[src/rtl/afr_pkg.sv]
package afr_pkg;

  localparam int STATUS_W = 24;
  localparam int OP_W     = 8;
  localparam int OUT_W    = 24;

  // strobes from the sequencer to the shifting datapath
  typedef struct packed {
    logic csAssert;
    logic csRelease;
    logic sclkRise;
    logic sclkFall;
    logic loadOp;
    logic shiftOp;
    logic capture;
    logic push;
    logic pushStatus;
    logic pushLast;
  } afr_strobe_t;

  typedef enum logic [2:0] {
    ST_IDLE,
    ST_DELAY,
    ST_HIGH,
    ST_LOW,
    ST_PUSH,
    ST_FINISH
  } afr_state_t;

endpackage

[src/rtl/afr_ctrl.sv]
module afr_ctrl
  import afr_pkg::*;
#(
  parameter int NUM_CH    = 8,
  parameter int SAMPLE_W  = 24,
  parameter int HALF_CYC  = 3,
  parameter int DELAY_CYC = 8
) (
  input  logic        clk,
  input  logic        rstN,
  input  logic        modeOnDemand,
  input  logic        readReq,
  input  logic        drdyN,
  input  logic        overrunClr,
  input  logic        outFree,
  output afr_strobe_t strb,
  output logic        overrun
);

  localparam int TMR_MAX = (DELAY_CYC > HALF_CYC) ? DELAY_CYC : HALF_CYC;
  localparam int TMR_W   = $clog2(TMR_MAX + 1);
  localparam int BIT_W   = $clog2(STATUS_W + 1);
  localparam int IDX_W   = $clog2(NUM_CH + 1);

  afr_state_t       state, stateNext;
  logic [TMR_W-1:0] tmr, tmrNext;
  logic [BIT_W-1:0] bitCnt, bitNext;
  logic [IDX_W-1:0] wordIdx, idxNext;
  logic             inOpcode, opNext;
  logic             frameOd, odNext;
  logic             restart, restartNext;
  logic             ovrSet;
  logic [2:0]       drdySync;
  logic             drdyFall;
  logic             startEvt;
  logic             busy;
  logic             collide;
  logic [BIT_W-1:0] wordLastBit;

  // bring the asynchronous data-ready line into the clock domain
  always_ff @(posedge clk or negedge rstN) begin
    if (!rstN) drdySync <= '1;
    else       drdySync <= {drdySync[1:0], drdyN};
  end

  assign drdyFall = drdySync[2] & ~drdySync[1];
  assign startEvt = modeOnDemand ? readReq : drdyFall;
  assign busy     = (state == ST_DELAY) || (state == ST_HIGH) ||
                    (state == ST_LOW)   || (state == ST_PUSH);
  assign collide  = drdyFall && !modeOnDemand && !frameOd && busy;

  always_comb begin
    if (inOpcode)          wordLastBit = BIT_W'(OP_W - 1);
    else if (wordIdx == 0) wordLastBit = BIT_W'(STATUS_W - 1);
    else                   wordLastBit = BIT_W'(SAMPLE_W - 1);
  end

  always_comb begin
    strb        = '0;
    stateNext   = state;
    tmrNext     = tmr;
    bitNext     = bitCnt;
    idxNext     = wordIdx;
    opNext      = inOpcode;
    odNext      = frameOd;
    restartNext = restart;
    ovrSet      = 1'b0;
    if (collide) begin
      // frame overwritten by the converter: abandon it and read the new one
      ovrSet         = 1'b1;
      strb.sclkFall  = 1'b1;
      strb.csRelease = 1'b1;
      restartNext    = 1'b1;
      stateNext      = ST_FINISH;
    end else begin
      unique case (state)
        ST_IDLE, ST_FINISH: begin
          if (startEvt || (state == ST_FINISH && restart)) begin
            strb.csAssert = 1'b1;
            strb.loadOp   = modeOnDemand;
            opNext        = modeOnDemand;
            odNext        = modeOnDemand;
            idxNext       = '0;
            bitNext       = '0;
            tmrNext       = TMR_W'(DELAY_CYC - 1);
            restartNext   = 1'b0;
            stateNext     = ST_DELAY;
          end else begin
            stateNext = ST_IDLE;
          end
        end
        ST_DELAY, ST_LOW: begin
          if (tmr == '0) begin
            strb.sclkRise = 1'b1;
            strb.shiftOp  = inOpcode;
            tmrNext       = TMR_W'(HALF_CYC - 1);
            stateNext     = ST_HIGH;
          end else begin
            tmrNext = tmr - 1'b1;
          end
        end
        ST_HIGH: begin
          if (tmr == '0) begin
            strb.sclkFall = 1'b1;
            strb.capture  = 1'b1;
            if (bitCnt == wordLastBit) begin
              bitNext   = '0;
              stateNext = ST_PUSH;
            end else begin
              bitNext   = bitCnt + 1'b1;
              tmrNext   = TMR_W'(HALF_CYC - 1);
              stateNext = ST_LOW;
            end
          end else begin
            tmrNext = tmr - 1'b1;
          end
        end
        ST_PUSH: begin
          if (inOpcode) begin
            opNext    = 1'b0;
            tmrNext   = TMR_W'(HALF_CYC - 1);
            stateNext = ST_LOW;
          end else if (outFree) begin
            strb.push       = 1'b1;
            strb.pushStatus = (wordIdx == '0);
            strb.pushLast   = (wordIdx == IDX_W'(NUM_CH));
            if (wordIdx == IDX_W'(NUM_CH)) begin
              strb.csRelease = 1'b1;
              stateNext      = ST_FINISH;
            end else begin
              idxNext   = wordIdx + 1'b1;
              tmrNext   = TMR_W'(HALF_CYC - 1);
              stateNext = ST_LOW;
            end
          end
        end
        default: stateNext = ST_IDLE;
      endcase
    end
  end

  always_ff @(posedge clk or negedge rstN) begin
    if (!rstN) begin
      state    <= ST_IDLE;
      tmr      <= '0;
      bitCnt   <= '0;
      wordIdx  <= '0;
      inOpcode <= 1'b0;
      frameOd  <= 1'b0;
      restart  <= 1'b0;
      overrun  <= 1'b0;
    end else begin
      state    <= stateNext;
      tmr      <= tmrNext;
      bitCnt   <= bitNext;
      wordIdx  <= idxNext;
      inOpcode <= opNext;
      frameOd  <= odNext;
      restart  <= restartNext;
      if (ovrSet)          overrun <= 1'b1;
      else if (overrunClr) overrun <= 1'b0;
    end
  end

endmodule

[src/rtl/afr_datapath.sv]
module afr_datapath
  import afr_pkg::*;
#(
  parameter int              SAMPLE_W    = 24,
  parameter logic [OP_W-1:0] READ_OPCODE = 8'h12
) (
  input  logic             clk,
  input  logic             rstN,
  input  afr_strobe_t      strb,
  input  logic             miso,
  input  logic             outReady,
  output logic             sclk,
  output logic             csN,
  output logic             mosi,
  output logic [OUT_W-1:0] outData,
  output logic             outValid,
  output logic             outLast,
  output logic             outFree
);

  localparam logic [OUT_W-1:0] SAMPLE_MASK = {OUT_W{1'b1}} >> (OUT_W - SAMPLE_W);

  logic [OUT_W-1:0] shiftReg;
  logic [OP_W-1:0]  opReg;

  assign outFree = !outValid || outReady;

  always_ff @(posedge clk or negedge rstN) begin
    if (!rstN) begin
      sclk <= 1'b0;
      csN  <= 1'b1;
    end else begin
      if (strb.sclkRise)      sclk <= 1'b1;
      else if (strb.sclkFall) sclk <= 1'b0;
      if (strb.csAssert)       csN <= 1'b0;
      else if (strb.csRelease) csN <= 1'b1;
    end
  end

  // opcode leaves on rising edges, MSB first; MOSI rests low otherwise
  always_ff @(posedge clk or negedge rstN) begin
    if (!rstN) begin
      opReg <= '0;
      mosi  <= 1'b0;
    end else begin
      if (strb.loadOp) opReg <= READ_OPCODE;
      else if (strb.shiftOp) opReg <= {opReg[OP_W-2:0], 1'b0};
      if (strb.shiftOp) mosi <= opReg[OP_W-1];
      else if (strb.sclkRise || strb.csRelease) mosi <= 1'b0;
    end
  end

  always_ff @(posedge clk or negedge rstN) begin
    if (!rstN) shiftReg <= '0;
    else if (strb.capture) shiftReg <= {shiftReg[OUT_W-2:0], miso};
  end

  always_ff @(posedge clk or negedge rstN) begin
    if (!rstN) begin
      outData  <= '0;
      outValid <= 1'b0;
      outLast  <= 1'b0;
    end else if (strb.push) begin
      outData  <= strb.pushStatus ? shiftReg : (shiftReg & SAMPLE_MASK);
      outValid <= 1'b1;
      outLast  <= strb.pushLast;
    end else if (outValid && outReady) begin
      outValid <= 1'b0;
    end
  end

endmodule

[src/rtl/adc_frame_reader.sv]
module adc_frame_reader
  import afr_pkg::*;
#(
  parameter int              NUM_CH        = 8,
  parameter int              SAMPLE_W      = 24,
  parameter int              SYS_PERIOD_PS = 10000,
  parameter bit              LOW_SUPPLY    = 1'b0,
  parameter int              SCLK_HALF_DIV = 2,
  parameter int              ADC_CLK_DIV   = 2,
  parameter logic [OP_W-1:0] READ_OPCODE   = 8'h12
) (
  input  logic             clk,
  input  logic             rstN,
  input  logic             modeOnDemand,
  input  logic             readReq,
  input  logic             drdyN,
  input  logic             miso,
  output logic             sclk,
  output logic             csN,
  output logic             mosi,
  output logic [OUT_W-1:0] outData,
  output logic             outValid,
  output logic             outLast,
  input  logic             outReady,
  output logic             overrun,
  input  logic             overrunClr
);

  localparam int MIN_PERIOD_PS = LOW_SUPPLY ? 66600 : 50000;
  localparam int MIN_HALF      = (MIN_PERIOD_PS + 2 * SYS_PERIOD_PS - 1) / (2 * SYS_PERIOD_PS);
  localparam int HALF_CYC      = (SCLK_HALF_DIV > MIN_HALF) ? SCLK_HALF_DIV : MIN_HALF;
  localparam int DELAY_CYC     = 4 * ADC_CLK_DIV;

  afr_strobe_t strb;
  logic        outFree;

  afr_ctrl #(
    .NUM_CH   (NUM_CH),
    .SAMPLE_W (SAMPLE_W),
    .HALF_CYC (HALF_CYC),
    .DELAY_CYC(DELAY_CYC)
  ) uCtrl (
    .clk         (clk),
    .rstN        (rstN),
    .modeOnDemand(modeOnDemand),
    .readReq     (readReq),
    .drdyN       (drdyN),
    .overrunClr  (overrunClr),
    .outFree     (outFree),
    .strb        (strb),
    .overrun     (overrun)
  );

  afr_datapath #(
    .SAMPLE_W   (SAMPLE_W),
    .READ_OPCODE(READ_OPCODE)
  ) uDp (
    .clk     (clk),
    .rstN    (rstN),
    .strb    (strb),
    .miso    (miso),
    .outReady(outReady),
    .sclk    (sclk),
    .csN     (csN),
    .mosi    (mosi),
    .outData (outData),
    .outValid(outValid),
    .outLast (outLast),
    .outFree (outFree)
  );

endmodule

[config.mk]
export PLATFORM = sky130hd
export DESIGN_NAME = adc_frame_reader
export DESIGN_NICKNAME = d
export VERILOG_FILES = /design/src/rtl/afr_pkg.sv /design/src/rtl/afr_ctrl.sv /design/src/rtl/afr_datapath.sv /design/src/rtl/adc_frame_reader.sv
export SDC_FILE = /design/constraint.sdc
export NUM_CORES = 1
export LEC_CHECK = 0
export BUFFER_PORTS_ARGS = -buffer_cell sky130_fd_sc_hd__buf_2
export CAP_MARGIN = 0
export CORE_UTILIZATION = 30
export CTS_CLUSTER_DIAMETER = 50
export CTS_CLUSTER_SIZE = 8
export DETAILED_ROUTE_END_ITERATION = 10
export SLEW_MARGIN = 20
export SYNTH_ARGS = -nofsm -noshare
export SYNTH_HDL_FRONTEND = slang
export SYNTH_SLANG_ARGS = --single-unit
[constraint.sdc]
create_clock -name clk -period 4.3 [get_ports clk]
set_input_delay 0.645 -clock clk [delete_from_list [all_inputs] [get_ports clk]]
set_output_delay 0.645 -clock clk [all_outputs]
set_load 0.02 [all_outputs]
* Yosys cells after proc, flatten, opt, wreduce, memory -nomap -nowiden
Cells that the tools add are included.
** Word-level totals
- Register bits after elaboration :: 84
- Input bits :: 8
- Logic and storage cells :: 145
** Cells by class
- $add $sub $neg :: 3
- Equality and inequality tests :: 18
- Mux-type cells :: 67
- Bitwise operators :: 3
- Reduce and logical (&&, ||, !) cells :: 37
** Operators by type and width (number)
- $mux 4 :: 11
- $mux 1 :: 34
- $mux 3 :: 10
- $mux 5 :: 4
- $reduce_bool 2->1 :: 10
- $mux 8 :: 2
- $pmux 4 s4 :: 1
- $pmux 3 s4 :: 1
- $reduce_and 6->1 :: 2
- $pmux 5 s2 :: 1
- $ne 3x2->1 const B :: 3
- $reduce_and 3->1 :: 3
- $logic_not 4->1 :: 2
- $ne 2x2->1 const B :: 4
- $pmux 4 s2 :: 1
- $eq 3x2->1 const B :: 2
- $eq 3x3->1 const B :: 2
- $logic_or 1x1->1 :: 6
- $mux 6 :: 1
- $add 5x1->5 const B :: 1
- $eq 5x5->1 :: 1
- $logic_and 1x1->1 :: 5
- $add 4x1->4 const B :: 1
- $eq 4x4->1 const B :: 1
- 15 further kinds :: 19

* Depth between registers and ports, before layout
Gate-level depths: netlist (run 1).
- Depth in word-level cells :: 9
- Depth in mapped cells :: 9
- Gate-level depth less buffers :: 7

* Modules after synthesis
A second synthesis (run 1) with hierarchy kept.
** Unflattened totals
- Cells, all modules :: 305
- Area, all modules :: 3891.2 um^2
** By module, submodules not included
- afr_datapath :: times used 1, cells each 139, area an instance 2453.6 um^2, seq. area each 1502.7 um^2
- afr_ctrl :: times used 1, cells each 166, area an instance 1437.6 um^2, seq. area each 579.3 um^2

* Worst setup path before layout (run 1)
No wires, ideal clock.
- Kind :: reg2reg
- Start :: register uCtrl.tmr[0]
- End :: register uCtrl.bitCnt[3]
- Library setup time :: 0.095 ns
- Arrival time :: 2.092 ns
- Required time :: 4.205 ns
- Slack :: 2.113 ns
- Stages on the path, launching flop included :: 8
- Buffers on the path :: 0
- Period minus slack after synthesis :: 2.187 ns
- Path through :: dfrtp_1 > inv_1 > ha_1 > nor3b_1 > nand4_4 > a221o_1 > or3_1 > o31ai_1
** Between the ends
- Longest elaborated chain between the ends :: 3
** Ends and longest elaborated chain
- from (decl) :: line afr_ctrl.sv:26 : logic [TMR_W-1:0] tmr, tmrNext;
- from (signal assigned) :: line afr_ctrl.sv:154 : tmr <= tmrNext;
- $logic_not 4->1 :: line afr_ctrl.sv:103 : if (tmr == '0) begin
- $ne 2x2->1 (no source line)
- $reduce_and 4->1 (no source line)
- to (signal assigned) :: line afr_ctrl.sv:155 : bitCnt <= bitNext;
- to (decl) :: line afr_ctrl.sv:27 : logic [BIT_W-1:0] bitCnt, bitNext;
Every way passes these cells.
A chain may end at the register's enable or synchronous reset.

* Worst setup path in the final report (run 1)
Same ends and word-level chain as after synthesis.

==> metrics.json, run 1 <==
{
  "tns": {"value": 0, "unit": "ps"},
  "final_layout_size_suffix_gt1_share": {"value": 32.0, "unit": "%"},
  "sequential_cell_fraction_of_total_power": {"value": 45.6, "unit": "%"},
  "critPathLaunchType": {"value": "register"},
  "power_switching_share": {"value": 32.4, "unit": "%"},
  "critPathMaxFanout": {"value": 27},
  "place.detailed.hpwl": {"value": 4.87, "unit": "mm"},
  "synth_seq_cells": {"value": 83},
  "drtPass1Iterations": {"value": 4},
  "num_antenna_cells": {"value": 0},
  "start_util": {"value": 31.3, "unit": "%"},
  "drc": {"value": 0},
  "post_synthesis_instance_area": {"value": 3840, "unit": "um2"},
  "sequential_area": {"value": 2080, "unit": "um2"},
  "grt_start_max_net_pins": {"value": 84},
  "postSynth.topFlopCell": {"value": "sky130_fd_sc_hd__dfrtp_1"},
  "ant_nets": {"value": 0},
  "antenna_violations_before_repair": {"value": 0},
  "wl_per_cell": {"value": 14.0, "unit": "um"},
  "pre_cts_ws": {"value": 1490, "unit": "ps"},
  "worst_flop_to_flop_path_startpoint": {"value": "uCtrl.tmr[0]"},
  "area_used_by_multi_input_combinational_logic": {"value": 1620, "unit": "um2"},
  "core_region_area": {"value": 12300, "unit": "um2"},
  "power_frac_comb": {"value": 21.5, "unit": "%"},
  "internal-power": {"value": 1520, "unit": "uW"},
  "die_x": {"value": 115, "unit": "um"},
  "cts_tree": {"value": "done"},
  "layout.cells.most_common_list": {"value": "79 x sky130_fd_sc_hd__dfrtp_1, 36 x sky130_fd_sc_hd__buf_2, 34 x sky130_fd_sc_hd__mux2_2, 33 x sky130_fd_sc_hd__nand2_1, 24 x sky130_fd_sc_hd__o21ai_0"},
  "hold_viol": {"value": 0},
  "grt_overflow_total": {"value": 0},
  "synth_sequential_area_ratio": {"value": 54.2, "unit": "%"},
  "port-buffer-count": {"value": 37},
  "max_clock_freq": {"value": 0.364, "unit": "GHz"},
  "mean_instance_size_in_the_synthesized_netlist": {"value": 12.0, "unit": "um2"},
  "netSwitchingPower": {"value": 731, "unit": "uW"},
  "report.final.slew_viol_count": {"value": 0},
  "holdCritPathClass": {"value": "primary input to asynchronous set/reset pin"},
  "period_minus_ws_final": {"value": 2740, "unit": "ps"},
  "flow.area_growth_from_synthesis": {"value": 15.8, "unit": "%"},
  "worstSetupPathType": {"value": "register to register"},
  "die-area": {"value": 13300, "unit": "um2"},
  "ctsHoldBuffers": {"value": 0},
  "drt-vias-per-instance": {"value": 4.78},
  "setup_repair_after_global_routing_missed_its_margin": {"value": "false"},
  "layout.filler_cells": {"value": 1214},
  "regToRegSetupSlack": {"value": 1560, "unit": "ps"},
  "worst_r2r_endpoint": {"value": "uCtrl.bitCnt[3]"},
  "setup_slack": {"value": 1560, "unit": "ps"},
  "relative_slew_slack": {"value": 40.3, "unit": "%"},
  "ir_worst_vdd": {"value": 0.000251, "unit": "V"},
  "run_status": {"value": "finished clean"},
  "route.final.wire_length": {"value": 7.39, "unit": "mm"},
  "cp_data_arrival_time": {"value": 3000, "unit": "ps"},
  "global_route_wire_length_before_repair": {"value": 12.6, "unit": "mm"},
  "longest_clk_path_bufs": {"value": 2},
  "first_drt_iteration_drcs": {"value": 140},
  "placed_area": {"value": 4160, "unit": "um2"},
  "ys.warnings.count": {"value": 0},
  "mostFrequentLayoutCell": {"value": "sky130_fd_sc_hd__dfrtp_1"},
  "htree_levels": {"value": 3},
  "cts.root.buffer_cell": {"value": "sky130_fd_sc_hd__clkbuf_16"},
  "synth_cell_types": {"value": 51},
  "holdWs": {"value": 312, "unit": "ps"},
  "gp_routability_congestion": {"value": 0.842},
  "cap_violations": {"value": 0},
  "cellPowerDensity": {"value": 507, "unit": "nW/um2"},
  "critical_path.endpoint": {"value": "uCtrl.bitCnt[3]"},
  "leakage_power": {"value": 0.00218, "unit": "uW"},
  "finalClockSkew": {"value": 8.29, "unit": "ps"},
  "chipHeight": {"value": 115, "unit": "um"},
  "layout_worst_path_cycle_share": {"value": 63.8, "unit": "%"},
  "r2r_cells": {"value": 7},
  "final_design_area_no_fill": {"value": 4450, "unit": "um2"},
  "cts_buffer_count": {"value": 9},
  "clock_power_share": {"value": 32.9, "unit": "%"},
  "vias": {"value": 2518},
  "setup_viol_count_final": {"value": 0},
  "synth_enable_flop_cells": {"value": 0},
  "clock-sinks": {"value": 83},
  "clk_pin_slew_worst_paths": {"value": 70, "unit": "ps"},
  "clk_latency": {"value": 340, "unit": "ps"},
  "via_count_of_the_first_global_routing_pass": {"value": 2444},
  "post_cts_setup_buffer_count": {"value": 0},
  "postSynth.asyncResetShare": {"value": 100, "unit": "%"},
  "gr-usage-all-layers": {"value": 12.6, "unit": "%"},
  "placement_rows": {"value": 40},
  "synthesis.nets": {"value": 332},
  "ios": {"value": 38},
  "quantity_of_gates_resized_following_cts": {"value": 0},
  "netlist_instances": {"value": 319},
  "timing.critical_path.to_type": {"value": "register"},
  "design.final.nets": {"value": 367},
  "timing.critical_path.from": {"value": "uCtrl.tmr[0]"},
  "worst-endpoint-required": {"value": 4550, "unit": "ps"},
  "worst_pin_slew": {"value": 893, "unit": "ps"}
}
layout make-up:
class	count	share of cell area, %
Clock buffer	10	5.38
Clock inverter	6	1.04
Inverter	10	0.844
Multi-Input combinational cell	211	36.5
Sequential cell	83	46.8
Tap cell	168	4.73
Timing Repair Buffer	39	4.64
synthesized netlist by cell type (all sizes together), types with 2 or more instances:
| master | instances | share of area (%) |
|---|---|---|
| mux2 | 51 | 17 |
| o211ai | 3 | 0.59 |
| dfstp | 4 | 2.7 |
| and2 | 2 | 0.33 |
| or3 | 4 | 0.65 |
| o21ai | 24 | 3.1 |
| inv | 10 | 0.98 |
| a21o | 4 | 0.78 |
| nor2 | 10 | 0.98 |
| nand2b | 7 | 1.1 |
| dfrtp | 79 | 51 |
| clkbuf | 6 | 0.59 |
| mux2i | 2 | 0.52 |
| a221o | 2 | 0.52 |
| nand2 | 33 | 3.2 |
| and3 | 2 | 0.33 |
| nor3 | 7 | 1.0 |
| buf | 9 | 1.9 |
| nand3b | 2 | 0.39 |
| or4 | 2 | 0.39 |
| or3b | 2 | 0.52 |
| nand3 | 8 | 1.0 |
| o31ai | 4 | 0.78 |
| ha | 5 | 1.6 |
| a21oi | 8 | 1.0 |
| nor3b | 4 | 0.78 |
| a21boi | 3 | 0.59 |
| nor2b | 3 | 0.49 |
| xnor2 | 2 | 0.46 |
kinds of logic (layout without fill, tap and decap cells):
logic type,Yosys count,in the layout,synth area share [%]
AO/OA/AOI/OAI,60,60,10.2
flip-flops,83,83,54.2
multiplexers,53,53,17.1
XOR/XNOR,2,2,0.456
buffers and inverters,25,65,3.49
AND/OR/NAND/NOR,91,91,12.9
adder cells (fa/ha/maj),5,5,1.63
worst max-delay path, stage by stage, from the launching register on:
cell and delay [ps]:
sky130_fd_sc_hd__dfrtp_1 390, sky130_fd_sc_hd__inv_1 100, sky130_fd_sc_hd__ha_1 180, sky130_fd_sc_hd__nor3b_1 430, sky130_fd_sc_hd__nand4_4 460, sky130_fd_sc_hd__a221o_1 560
sky130_fd_sc_hd__or3_1 350, sky130_fd_sc_hd__o31ai_1 190
layer usage:
| layer | part of all wire (%) | GRT usage, % | up-vias | wire length (um) |
|---|---|---|---|---|
| met5 | 0 | 0 | - | 0 |
| met1 | 48 | 17.0 | 1235 | 3520 |
| met3 | 6.0 | 4.80 | 12 | 442 |
| met4 | 2.0 | 5.11 | 0 | 150 |
| met2 | 44 | 18.2 | 62 | 3280 |
| li1 | - | - | 1209 | - |
worst min-delay path by stage:
stage                 startpoint                 to  slack [ps]
2_1_floorplan               rstN    uCtrl.bitCnt[0]         350
3_3_place_gp   uCtrl.drdySync[0]  uCtrl.drdySync[1]         350
3_5_place_dp   uCtrl.drdySync[0]  uCtrl.drdySync[1]         360
4_1_cts        uCtrl.drdySync[0]  uCtrl.drdySync[1]         370
5_1_grt        uCtrl.drdySync[0]  uCtrl.drdySync[1]         370
6_report                    rstN    uDp.outData[20]         310
power by group through the flow:
stage               registers (uW)  clock network, uW  logic [uW]
global route                  1050                798         553
finish                        1030                741         485
detailed placement            1040                  0         487
floorplan                      991                  0         413
CTS                           1030                763         488
global placement              1030                  0         473
flip-flops by register name, summed over array words and instances, names as in the netlist:
signal,cells
uCtrl.bitCnt,5
uCtrl.wordIdx,4
uCtrl.overrun,1
uDp.shiftReg,24
uDp.outData,24
uDp.csN,1
uCtrl.tmr,4
uDp.outLast,1
uCtrl.inOpcode,1
uCtrl.drdySync,3
uCtrl.state,3
uDp.mosi,1
uDp.outValid,1
uDp.opReg,7
uCtrl.frameOd,1
uDp.sclk,1
uCtrl.restart,1
through the flow:
stage	utilization (%)	std cells	power, uW
after floorplan	-	319	1400
after global placement	33.9	511	1510
after detailed placement	33.9	511	1530
after CTS	36.2	527	2280
after global routing	36.3	527	2400
final	36.3	527	2250
(Power assumes the default switching activity.)
==> run 2, diff against run 1 <==
==> constraint.sdc (replaced) <==
create_clock -name clk -period 2.3 [get_ports clk]
set_input_delay 0.345 -clock clk [delete_from_list [all_inputs] [get_ports clk]]
set_output_delay 0.345 -clock clk [all_outputs]
set_load 0.02 [all_outputs]
==> run 2 against run 1 <==
Compared with the run above: non-clock buffer count is 14 higher; die area stayed put; combinational power increased by 120%; largest cell class unchanged; critical endpoint is now uCtrl.tmr[0]; worst hold slack worse by 200 ps; fmax rose by 24%.
==> metrics.json, run 2 (same netlist as run 1, synthesis figures left out) <==
{
  "run_status": {"value": "finished clean"},
  "finalClockSkew": {"value": 8.68, "unit": "ps", "change": "+0.388 ps"},
  "die-area": {"value": 13300, "unit": "um2", "change": "unchanged"},
  "cap_violations": {"value": 0, "change": "unchanged"},
  "port-buffer-count": {"value": 37, "change": "unchanged"},
  "critical_path_depth": {"value": 7, "change": "unchanged"},
  "instances_no_fill": {"value": 541, "change": "+2.7%"},
  "final_layout_size_suffix_gt1_share": {"value": 34.3, "unit": "%", "change": "+2.3 points"},
  "max_clock_freq": {"value": 0.454, "unit": "GHz", "change": "+24%"},
  "critical_path.endpoint": {"value": "uCtrl.tmr[0]"},
  "holdCritPathClass": {"value": "primary input to register"},
  "hold_viol": {"value": 0, "change": "unchanged"},
  "placed_area": {"value": 4290, "unit": "um2", "change": "+3.3%"},
  "regToRegSetupSlack": {"value": 100, "unit": "ps", "change": "-1460 ps"},
  "timing.critical_path.cells": {"value": "inv_1 -> ha_1 -> and3b_1 -> o311a_1 -> a221o_1 -> nor3_4 -> mux2_2"},
  "final_util": {"value": 37.4, "unit": "%", "change": "+1.2 points"},
  "clock-sinks": {"value": 83, "change": "unchanged"},
  "relative_slew_slack": {"value": 66.7, "unit": "%", "change": "+26 points"},
  "grt_start_max_net_pins": {"value": 55, "change": "-35%"},
  "worst-endpoint-required": {"value": 2520, "unit": "ps", "change": "-2030 ps"},
  "period_minus_ws_final": {"value": 2200, "unit": "ps", "change": "-539 ps"},
  "layout.filler_cells": {"value": 1199, "change": "-1.2%"},
  "first_drt_iteration_drcs": {"value": 156, "change": "+11%"},
  "htree_levels": {"value": 3, "change": "unchanged"},
  "inst_count_dp": {"value": 524, "change": "+2.5%"},
  "timing.critical_path.from": {"value": "uCtrl.wordIdx[0]"},
  "r2r_cells": {"value": 7, "change": "unchanged"},
  "flow.area_growth_from_synthesis": {"value": 19.6, "unit": "%"},
  "chipHeight": {"value": 115, "unit": "um", "change": "unchanged"},
  "critPathMaxFanout": {"value": 4, "change": "-85%"},
  "design.final.nets": {"value": 381, "change": "+3.8%"},
  "cpMaxStageDelayCell": {"value": "sky130_fd_sc_hd__dfrtp_1"},
  "cts.root.buffer_cell": {"value": "sky130_fd_sc_hd__clkbuf_16"},
  "cellPowerDensity": {"value": 930, "unit": "nW/um2", "change": "+83%"},
  "grt_overflow_total": {"value": 0, "change": "unchanged"},
  "ant_nets": {"value": 0, "change": "unchanged"},
  "setup_slack": {"value": 95.6, "unit": "ps", "change": "-1460 ps"},
  "path_delay_family": {"value": "compound AO/OA/AOI/OAI gates"},
  "place.detailed.hpwl": {"value": 5.22, "unit": "mm", "change": "+7.3%"},
  "clk_latency": {"value": 340, "unit": "ps", "change": "about the same"},
  "route.final.wire_length": {"value": 7.61, "unit": "mm", "change": "+2.9%"},
  "post_cts_setup_buffer_count": {"value": 0, "change": "unchanged"},
  "cp_data_arrival_time": {"value": 2430, "unit": "ps", "change": "-570 ps"},
  "leakage_power": {"value": 0.00227, "unit": "uW", "change": "+4.1%"},
  "layout_worst_path_cycle_share": {"value": 95.8, "unit": "%", "change": "+32 points"},
  "num_antenna_cells": {"value": 0, "change": "unchanged"},
  "final_design_area_no_fill": {"value": 4590, "unit": "um2", "change": "+3.3%"},
  "timing.critical_path.buf_inv": {"value": 1, "change": "unchanged"},
  "timing.critical_path.to_type": {"value": "register"},
  "global_route_wire_length_before_repair": {"value": 12.8, "unit": "mm", "change": "+1.7%"},
  "gp_routability_congestion": {"value": 0.830, "change": "-1.3%"},
  "power.total": {"value": 4270, "unit": "uW", "change": "+89%"},
  "critPathLaunchType": {"value": "register"},
  "placement_rows": {"value": 40, "change": "unchanged"},
  "worstSetupPathType": {"value": "register to register"},
  "setup_viol_count_final": {"value": 0, "change": "unchanged"},
  "wl_per_cell": {"value": 14.1, "unit": "um", "change": "+0.26%"},
  "worst_pin_slew": {"value": 495, "unit": "ps", "change": "-399 ps"},
  "layout.cells.most_common_list": {"value": "79 x sky130_fd_sc_hd__dfrtp_1, 36 x sky130_fd_sc_hd__buf_2, 34 x sky130_fd_sc_hd__mux2_2, 33 x sky130_fd_sc_hd__nand2_1, 24 x sky130_fd_sc_hd__o21ai_0"},
  "gr-usage-all-layers": {"value": 12.6, "unit": "%", "change": "-0.023 points"},
  "start_util": {"value": 31.3, "unit": "%", "change": "unchanged"},
  "drt-vias-per-instance": {"value": 4.82, "change": "+0.78%"},
  "cts_buffer_count": {"value": 9, "change": "unchanged"},
  "die_x": {"value": 115, "unit": "um", "change": "unchanged"},
  "worst_r2r_endpoint": {"value": "uCtrl.tmr[0]"},
  "mostFrequentLayoutCell": {"value": "sky130_fd_sc_hd__dfrtp_1"},
  "clk_pin_slew_worst_paths": {"value": 70, "unit": "ps", "change": "about the same"},
  "worst_flop_to_flop_path_startpoint": {"value": "uCtrl.wordIdx[0]"},
  "pre_cts_ws": {"value": 45.5, "unit": "ps", "change": "-1440 ps"},
  "cts_tree": {"value": "done"},
  "core_region_area": {"value": 12300, "unit": "um2", "change": "unchanged"},
  "drtPass1Iterations": {"value": 4, "change": "unchanged"},
  "ios": {"value": 38, "change": "unchanged"},
  "ir_worst_vdd": {"value": 0.000423, "unit": "V", "change": "+68%"},
  "longest_clk_path_bufs": {"value": 2, "change": "unchanged"},
  "via_count_of_the_first_global_routing_pass": {"value": 2686, "change": "+9.9%"},
  "critical_path.max_stage_delay": {"value": 370, "unit": "ps", "change": "-190 ps"},
  "antenna_violations_before_repair": {"value": 0, "change": "unchanged"},
  "holdPathStages": {"value": 1},
  "reg_top3": {"value": "uDp.outData x24, uDp.shiftReg x24, uDp.opReg x7"},
  "vias": {"value": 2605, "change": "+3.5%"},
  "drc": {"value": 0, "change": "unchanged"},
  "report.final.slew_viol_count": {"value": 0, "change": "unchanged"}
}
run 2: changes by cell type in the layout (fill, tap and decap cells not counted), sizes merged:
| cell | delta |
|---|---|
| buf | +13 |
| clkinv | +2 |
| clkinvlp | -1 |
| dlygate4sd3 | +1 |
| inv | -1 |
run 2: where the power goes:
group | total, uW | switching [uW] | internal [uW]
Clock | 1340 | 597 | 745
Sequential | 1840 | 166 | 1680
Combinational | 1080 | 614 | 470
Total | 4270 | 1380 | 2890
run 2: repair_timing:
| action | in CTS | in global routing |
|---|---|---|
| hold buffers | 1 | 0 |
| hold endpoints to repair | 29 | 0 |
| endpoints found under the setup margin | 0 | 5 |
| resized for setup | 0 | 2 |
run 2: metal layers:
metal / global-route usage (%) / wire length, um
met5: 0 / 0
met4: 3.55 / 90
met3: 5.11 / 410
met2: 19.6 / 3510
met1: 16.1 / 3600
run 2: layout make-up:
cell class                      instances  area (um2)  area share, %
Clock buffer                           10         229           4.99
Clock inverter                          6        50.0           1.09
Inverter                               10        37.5          0.817
Multi-Input combinational cell        211        1640           35.6
Sequential cell                        83        2080           45.3
Tap cell                              168         210           4.58
Timing Repair Buffer                   53         348           7.57
run 2: per-stage QoR:
stage / hold slack, ps / setup TNS, ps
CTS: 98.0 / 0
global route: 94.9 / -1.46
floorplan: 49.4 / 0
global placement: 294 / 0
finish: 116 / 0
detailed placement: 298 / 0
run 2: worst min-delay path by stage:
stage / startpoint / to
final: drdyN / uCtrl.drdySync[0]
after global routing: drdyN / uCtrl.drdySync[0]
after CTS: drdyN / uCtrl.drdySync[0]
after detailed placement: rstN / uDp.outData[21]
after global placement: rstN / uDp.outData[21]
after floorplan: rstN / uCtrl.bitCnt[0]
